$ cat src/rtl/seg_addr_gen.sv
module seg_addr_gen #(
  parameter int SEG_W = 16,
  parameter int OFF_W = 16,
  parameter int SHIFT = 4,
  parameter int SEL_W = 2,
  localparam int ADDR_W = SEG_W + SHIFT,
  localparam int NSEG = 1 << SEL_W
) (
  input  logic              clk,
  input  logic              rst,
  input  logic              wr_en,
  input  logic [SEL_W-1:0]  wr_idx,
  input  logic [SEG_W-1:0]  wr_data,
  input  logic [SEL_W-1:0]  seg_sel,
  input  logic [OFF_W-1:0]  offset,
  input  logic              addr_load,
  output logic [ADDR_W-1:0] addr_bus
);

  logic [NSEG-1:0][SEG_W-1:0] seg_q;
  logic [SEG_W-1:0]           seg_cur;
  logic [ADDR_W-1:0]          base, off_ext, sum;

  for (genvar i = 0; i < NSEG; i++) begin : g_seg
    always_ff @(posedge clk) begin
      if (rst) seg_q[i] <= '0;
      else if (wr_en && wr_idx == SEL_W'(i)) seg_q[i] <= wr_data;
    end
  end

  assign seg_cur = seg_q[seg_sel];
  // segment lands on adder inputs SHIFT..ADDR_W-1
  assign base    = {seg_cur, {SHIFT{1'b0}}};
  assign off_ext = {{(ADDR_W-OFF_W){1'b0}}, offset};
  assign sum     = base + off_ext;

  always_ff @(posedge clk) begin
    if (rst) addr_bus <= '0;
    else if (addr_load) addr_bus <= sum;
  end

  assert_low_nibble_R1: assert property (@(posedge clk) disable iff (rst)
    addr_load |=> addr_bus[SHIFT-1:0] == $past(offset[SHIFT-1:0]));

  assert_hold_R4: assert property (@(posedge clk) disable iff (rst)
    !addr_load |=> $stable(addr_bus));

  assert_reset_clear_R5: assert property (@(posedge clk)
    rst |=> (addr_bus == '0 && seg_q == '0));

  assert_write_R6: assert property (@(posedge clk) disable iff (rst)
    wr_en |=> seg_q[$past(wr_idx)] == $past(wr_data));

  assert_no_write_R7: assert property (@(posedge clk) disable iff (rst)
    !wr_en |=> $stable(seg_q));

endmodule

$ cat config.mk
export PLATFORM = sky130hd
export DESIGN_NAME = seg_addr_gen
export DESIGN_NICKNAME = d
export VERILOG_FILES = /design/src/rtl/seg_addr_gen.sv
export SDC_FILE = /design/constraint.sdc
export NUM_CORES = 1
export LEC_CHECK = 0
export ABC_AREA = 1
export BUFFER_PORTS_ARGS = -buffer_cell sky130_fd_sc_hd__buf_2
export CAP_MARGIN = 40
export CORE_ASPECT_RATIO = 1.1
export CORE_MARGIN = 2
export CORE_UTILIZATION = 45
export DETAILED_ROUTE_END_ITERATION = 12
export HOLD_SLACK_MARGIN = 0.1
export PLACE_DENSITY = 0.68
export SLEW_MARGIN = 15
export SYNTH_ARGS = -nofsm -noshare
export SYNTH_HDL_FRONTEND = slang
export SYNTH_SLANG_ARGS = --single-unit
$ cat constraint.sdc
create_clock -name clk -period 2.05 [get_ports clk]
set_clock_uncertainty 0.15 [all_clocks]
set_input_delay 0.1025 -clock clk [delete_from_list [all_inputs] [get_ports clk]]
set_output_delay 0.1025 -clock clk [all_outputs]
set_load 0.1 [all_outputs]
==> metrics.yaml, run 1 <==
finalCritPeriodShare: 1.049
cp-end-kind: "register"
sw_frac_of_total: 0.3279
regArea_um2: 1692
yosys-top-cells-area: "dfxtp_1, nand2_1, a21oi_1"
cts_max_path_buffers: 2
drt_iter0_markers: 308
synth_top_cell_by_area: "dfxtp_1"
setup_viol: 10
die_w_um: 96.83
holdWs_ns: 0.08111
wl_per_cell_um: 14.16
syn_nets: 691
p_int_mw: 2.888
tightest_slew_ns: 0.4898
gp_congestion: 0.8427
maxSlewHeadroom: 0.6757
port_buffers: 59
post-dp-hpwl_mm: 8.283
period_needed_ns: 2.150
grt_pass1_vias: 4384
ys_async_sr_fraction: 0
die-area_um2: 10270
p_clk_frac: 0.324
routed_via_density: 5.157
clkSinkCount: 84
fmaxAchievable_mhz: 465.1
rsz0062_at_grt: "true"
maxCapViolCount: 0
syn_to_final_growth_pct: 36.40
num_antenna_cells: 0
layout.nets: 820
clkSlewWorstSetupHoldPaths_ns: 0.09
hold_violations: 0
yosysWarnings: 0
wl_mm: 12.59
grt_pass1_wl_mm: 20.59
synth-seq-cells: 84
synth_flop_cell: "dfxtp_1"
power_frac_comb: 0.270
slew_violations: 0
die_height_um: 106.1
tns_ns: -0.6310
fin_ws_ns: -0.1001
vias: 4585
rows: 37
cts_made_buffers: 9
synth_top_area_share: 0.3943
pre_cts_slack_ns: -0.3226
clk_latency_ns: 0.36
grt_start_max_net_pins: 53
ant_nets: 0
worst-setup-path-type: "register to register"
drc: 0
multi_input_area_um2: 2392
syn-cell-area_um2: 4265
ir_drop_mv: 0.3272
syn_avg_cell_area_um2: 6.685
required_ns: 2.16
synth_edf_count: 0
p_per_area_nw_per_um2: 738.6
reg2reg_slack_ns: -0.10
yosysMostFrequentCell: "nand2_1"
worst-path-max-fanout: 2
violations: "setup timing"
pin_count: 60
power.share.sequential: 0.407
grtUsageTotal: 0.2472
power_mw: 4.297
start_util: 0.4584
cts_tree: "yes"
fillers: 849
core_um2: 9305
grt_overflow: 0
synth_cell_types: 28
first_pass_iters: 6
p_leak_nw: 2.610
status: "finished with violations"
antenna_found_initial: 0
hp-class: "input pin to register"
crit_path_start_kind: "register"
drive_gt1_frac: 0.2565
ctsRootBufferMaster: "clkbuf_8"
htreeDepth: 3
arrival_ns: 2.26
netlist_instances: 638
switchingPower_mw: 1.409
yosysSeqAreaShare: 0.3943
ys_top_cells_by_count: "nand2_1, dfxtp_1, a21oi_1"
-- final cells by class --
| cell class | count | share of cell area |
|---|---|---|
| multi-input cells | 465 | 0.4112 |
| flip-flops and latches | 84 | 0.2908 |
| repair buffers | 152 | 0.1972 |
| inverters | 55 | 0.03548 |
| clock buffers | 11 | 0.02602 |
| well taps | 117 | 0.02516 |
| clock inverters | 5 | 0.01419 |
-- per-layer routing --
| layer | global-route usage | vias to the layer above | wire [µm] |
|---|---|---|---|
| met4 | 0.09054 | 0 | 201 |
| met3 | 0.04405 | 21 | 749 |
| met5 | 0 | - | 0 |
| met2 | 0.4415 | 147 | 6320 |
| li1 | - | 2320 | - |
| met1 | 0.2972 | 2097 | 5315 |
-- logic make-up after synthesis --
| kind of cell | count (synthesis) | share of synthesized area |
|---|---|---|
| xor gates and xnor gates | 8 | 0.01643 |
| adders and majority gates | 13 | 0.03989 |
| DFF | 84 | 0.3942 |
| buffers and inverters | 89 | 0.08390 |
| AOI/OAI and AO/OA | 133 | 0.1654 |
| and+or+nand+nor | 311 | 0.3001 |
-- layout by cell type, fill, tap and decap left out, drive strengths merged --
master | synthesis | layout
o21ai | 37 | 37
nor2 | 74 | 74
a21oi | 75 | 75
xnor2 | 4 | 4
ha | 12 | 12
nand3 | 19 | 19
clkbuf | 20 | 11
buf | 14 | 115
nand2 | 198 | 198
a32oi | 2 | 2
clkinv | 0 | 2
nand4 | 17 | 17
inv | 55 | 56
nor3 | 3 | 3
bufinv | 0 | 2
o21a | 2 | 2
a31oi | 1 | 1
fa | 1 | 1
xor2 | 4 | 4
a211oi | 5 | 5
dfxtp | 84 | 84
o22ai | 11 | 11
dlygate4sd3 | 0 | 37
-- worst paths after layout --
path / cells past startpoint / startpoint / endpoint
worst max register to register: 13 / seg_q[17]$_SDFFE_PP0P_ / addr_bus[15]$_SDFFE_PP0P_
worst max-delay path: 13 / seg_q[17]$_SDFFE_PP0P_ / addr_bus[15]$_SDFFE_PP0P_
worst min register to register: 2 / seg_q[27]$_SDFFE_PP0P_ / seg_q[27]$_SDFFE_PP0P_
worst min-delay path: 4 / addr_load / addr_bus[14]$_SDFFE_PP0P_
-- critical path, cell delays in order (launching register included) --
cell	delay [ns]
dfxtp_2	0.35
nand2_1	0.06
a32oi_2	0.23
buf_4	0.14
ha_1	0.25
nand3_1	0.13
nand3_2	0.10
nand2_1	0.08
nand2_1	0.08
nand2_1	0.09
nand2_1	0.09
xor2_1	0.15
o21ai_1	0.12
inv_1	0.05
-- registers in the layout, indices dropped and copies added, names as in the netlist --
signal	count
seg_q	64
addr_bus	20
-- metrics by stage --
| step | utilization | instances | area (µm²) |
|---|---|---|---|
| final | 0.6253 | 889 | 5818 |
| after global routing | 0.6253 | 889 | 5818 |
| after CTS | 0.6141 | 888 | 5714 |
| after detailed placement | 0.5373 | 831 | 5000 |
| after global placement | 0.5373 | 831 | 5000 |
| after floorplan | - | 638 | 4288 |
-- power by group through the flow --
stage	combinational, mW	sequential (mW)	clock [mW]
6_report	1.16	1.75	1.39
5_1_grt	1.25	1.76	1.48
4_1_cts	1.11	1.74	1.42
3_5_place_dp	1.01	1.78	0
3_3_place_gp	0.996	1.78	0
2_1_floorplan	0.436	2.03	0
-- what timing repair did --
item | in CTS | in global routing
resized for setup | 28 | 36
buffers inserted | 4 | 3
endpoints found under the hold margin | 80 | 0
pin swaps | 11 | 18
endpoints found under the setup margin | 12 | 12
hold buffers | 37 | 0
Note: power is estimated with default switching activity, not from simulation.
==> run 2: changes to the inputs <==
- CORE_ASPECT_RATIO: 1.1 -> 0.6
==> run 2 against run 1 <==
Critical path depth increased by 1; the run still ends with setup timing left; utilization grew 3.6 points; final area up 4.4%; fmax down 3.6%; first-iteration DRC count is 44% higher; count of clock-buffer cells in the layout fell by 1; sequential cell count unchanged; critical path type unchanged; die area increased by 0.25%; worst setup slack got worse by 0.079 ns.
==> metrics.yaml, run 2 (same netlist as run 1, synthesis figures left out) <==
rsz0062_at_grt: "true"
start_util: 0.4642
htreeDepth: 3
finalCritPeriodShare: 1.088
fin_ws_ns: -0.1794
violations: "setup timing"
ant_nets: 0
cts_max_path_buffers: 2
post-dp-hpwl_mm: 8.863
first_pass_iters: 7
grt_pass1_vias: 4376
fmaxAchievable_mhz: 448.5
gp_congestion: 0.9451
grt_pass1_wl_mm: 22.05
layout.nets: 823
drc: 0
hold_violations: 0
p_per_area_nw_per_um2: 743.4
syn_to_final_growth_pct: 42.45
p_clk_frac: 0.328
place_area_um2: 5044
sw_frac_of_total: 0.3375
final_common_cell: "nand2_1"
ir_drop_mv: 0.5503
power.share.sequential: 0.389
clkSinkCount: 84
power_frac_comb: 0.283
drt_iter0_markers: 444
r2r_start: "seg_q[32]$_SDFFE_PP0P_"
maxCapViolCount: 0
grt_start_max_net_pins: 61
r2r_end: "addr_bus[18]$_SDFFE_PP0P_"
die_w_um: 129.7
cp-end-kind: "register"
routed_via_density: 5.294
crit_end: "addr_bus[18]$_SDFFE_PP0P_"
switchingPower_mw: 1.525
antenna_found_initial: 0
rows: 27
tightest_slew_ns: 0.4933
reg2reg_slack_ns: -0.18
critPathLaunch: "seg_q[32]$_SDFFE_PP0P_"
hp-class: "input pin to register"
ctsRootBufferMaster: "clkbuf_16"
clk_latency_ns: 0.35
slew_violations: 0
final_cell_mix: "nand2_1, a21oi_1, dfxtp_1"
status: "finished with violations"
largest_reg_flops: 64
setup_viol: 12
pin_count: 60
grt_overflow: 0
vias: 4786
crit_path_start_kind: "register"
maxSlewHeadroom: 0.6708
clkSlewWorstSetupHoldPaths_ns: 0.06
cts_made_buffers: 9
num_antenna_cells: 0
p_int_mw: 2.992
worst-setup-path-type: "register to register"
die_height_um: 79.42
worst-path-max-fanout: 3
wl_per_cell_um: 15.56
required_ns: 2.20
grtUsageTotal: 0.2768
drive_gt1_frac: 0.3359
wl_mm: 14.07
top_register: "seg_q"
reg2reg_depth: 14
p_leak_nw: 2.699
stdcell_area_um2: 6076
core_um2: 9189
die-area_um2: 10300
reg_top3: "seg_q (64), addr_bus (20)"
period_needed_ns: 2.229
cts_tree: "yes"
tns_ns: -1.221
pre_cts_slack_ns: -0.4553
power_mw: 4.517
port_buffers: 59
arrival_ns: 2.38
fillers: 791
run 2: worst max-delay path, stage by stage (launching register included):
cell and delay [ns]:
dfxtp_2 0.34, o21ai_2 0.08, o22ai_2 0.19, ha_2 0.23, inv_2 0.05, fa_2 0.38, nor3_4 0.17, nor2_4 0.06
nor2_4 0.14, nand3_2 0.10, nand2_1 0.07, nand2_1 0.05, nand3_1 0.07, nand2_1 0.05, inv_1 0.04
run 2: worst min-delay path by stage:
stage | from | to | slack, ns | cells after the start
after floorplan | wr_data[0] | seg_q[32]$_SDFFE_PP0P_ | 0.09 | 2
after global placement | offset[0] | addr_bus[0]$_SDFFE_PP0P_ | 0.21 | 3
after detailed placement | offset[3] | addr_bus[3]$_SDFFE_PP0P_ | 0.22 | 3
after CTS | addr_load | addr_bus[4]$_SDFFE_PP0P_ | 0.11 | 4
after global routing | wr_en | seg_q[48]$_SDFFE_PP0P_ | 0.12 | 4
final | wr_idx[0] | seg_q[49]$_SDFFE_PP0P_ | 0.11 | 4
run 2: power by group through the flow:
stage	clock network (mW)	logic (mW)	registers, mW
floorplan	0	0.436	2.03
finish	1.48	1.28	1.76
CTS	1.49	1.12	1.75
global placement	0	1.01	1.78
detailed placement	0	1.02	1.79
global route	1.57	1.37	1.76
run 2: repair_timing:
| item | 4_1_cts | 5_1_grt |
|---|---|---|
| buffers inserted | 4 | 9 |
| hold buffers | 26 | 0 |
| endpoints found under the setup margin | 13 | 12 |
| pin swaps | 23 | 62 |
| endpoints found under the hold margin | 69 | 0 |
| gates cloned | 0 | 0 |
| resized for setup | 43 | 89 |
run 2: through the flow:
stage / instances / hold WS (ns) / util
floorplan: 638 / 0.09233 / -
global placement: 851 / 0.2091 / 0.5489
detailed placement: 851 / 0.2202 / 0.5489
CTS: 896 / 0.1067 / 0.6225
global route: 904 / 0.1190 / 0.6612
finish: 904 / 0.1146 / 0.6612
run 2: metal layers:
layer / vias up / share of wire / GRT usage
met2: 190 / 0.46 / 0.4330
met4: 0 / 0.012 / 0.06774
met1: 2244 / 0.46 / 0.3858
li1: 2332 / - / -
met5: - / 0 / 0
met3: 20 / 0.065 / 0.06635
run 2: area by class of cell:
| cell class | count | area, µm² | share of cell area |
|---|---|---|---|
| clock buffers | 10 | 229.0 | 0.03769 |
| clock inverters | 5 | 30.03 | 0.004942 |
| inverters | 55 | 206.4 | 0.03398 |
| multi-input cells | 465 | 2626 | 0.4322 |
| flip-flops and latches | 84 | 1704 | 0.2805 |
| well taps | 130 | 162.7 | 0.02677 |
| repair buffers | 155 | 1117 | 0.1839 |
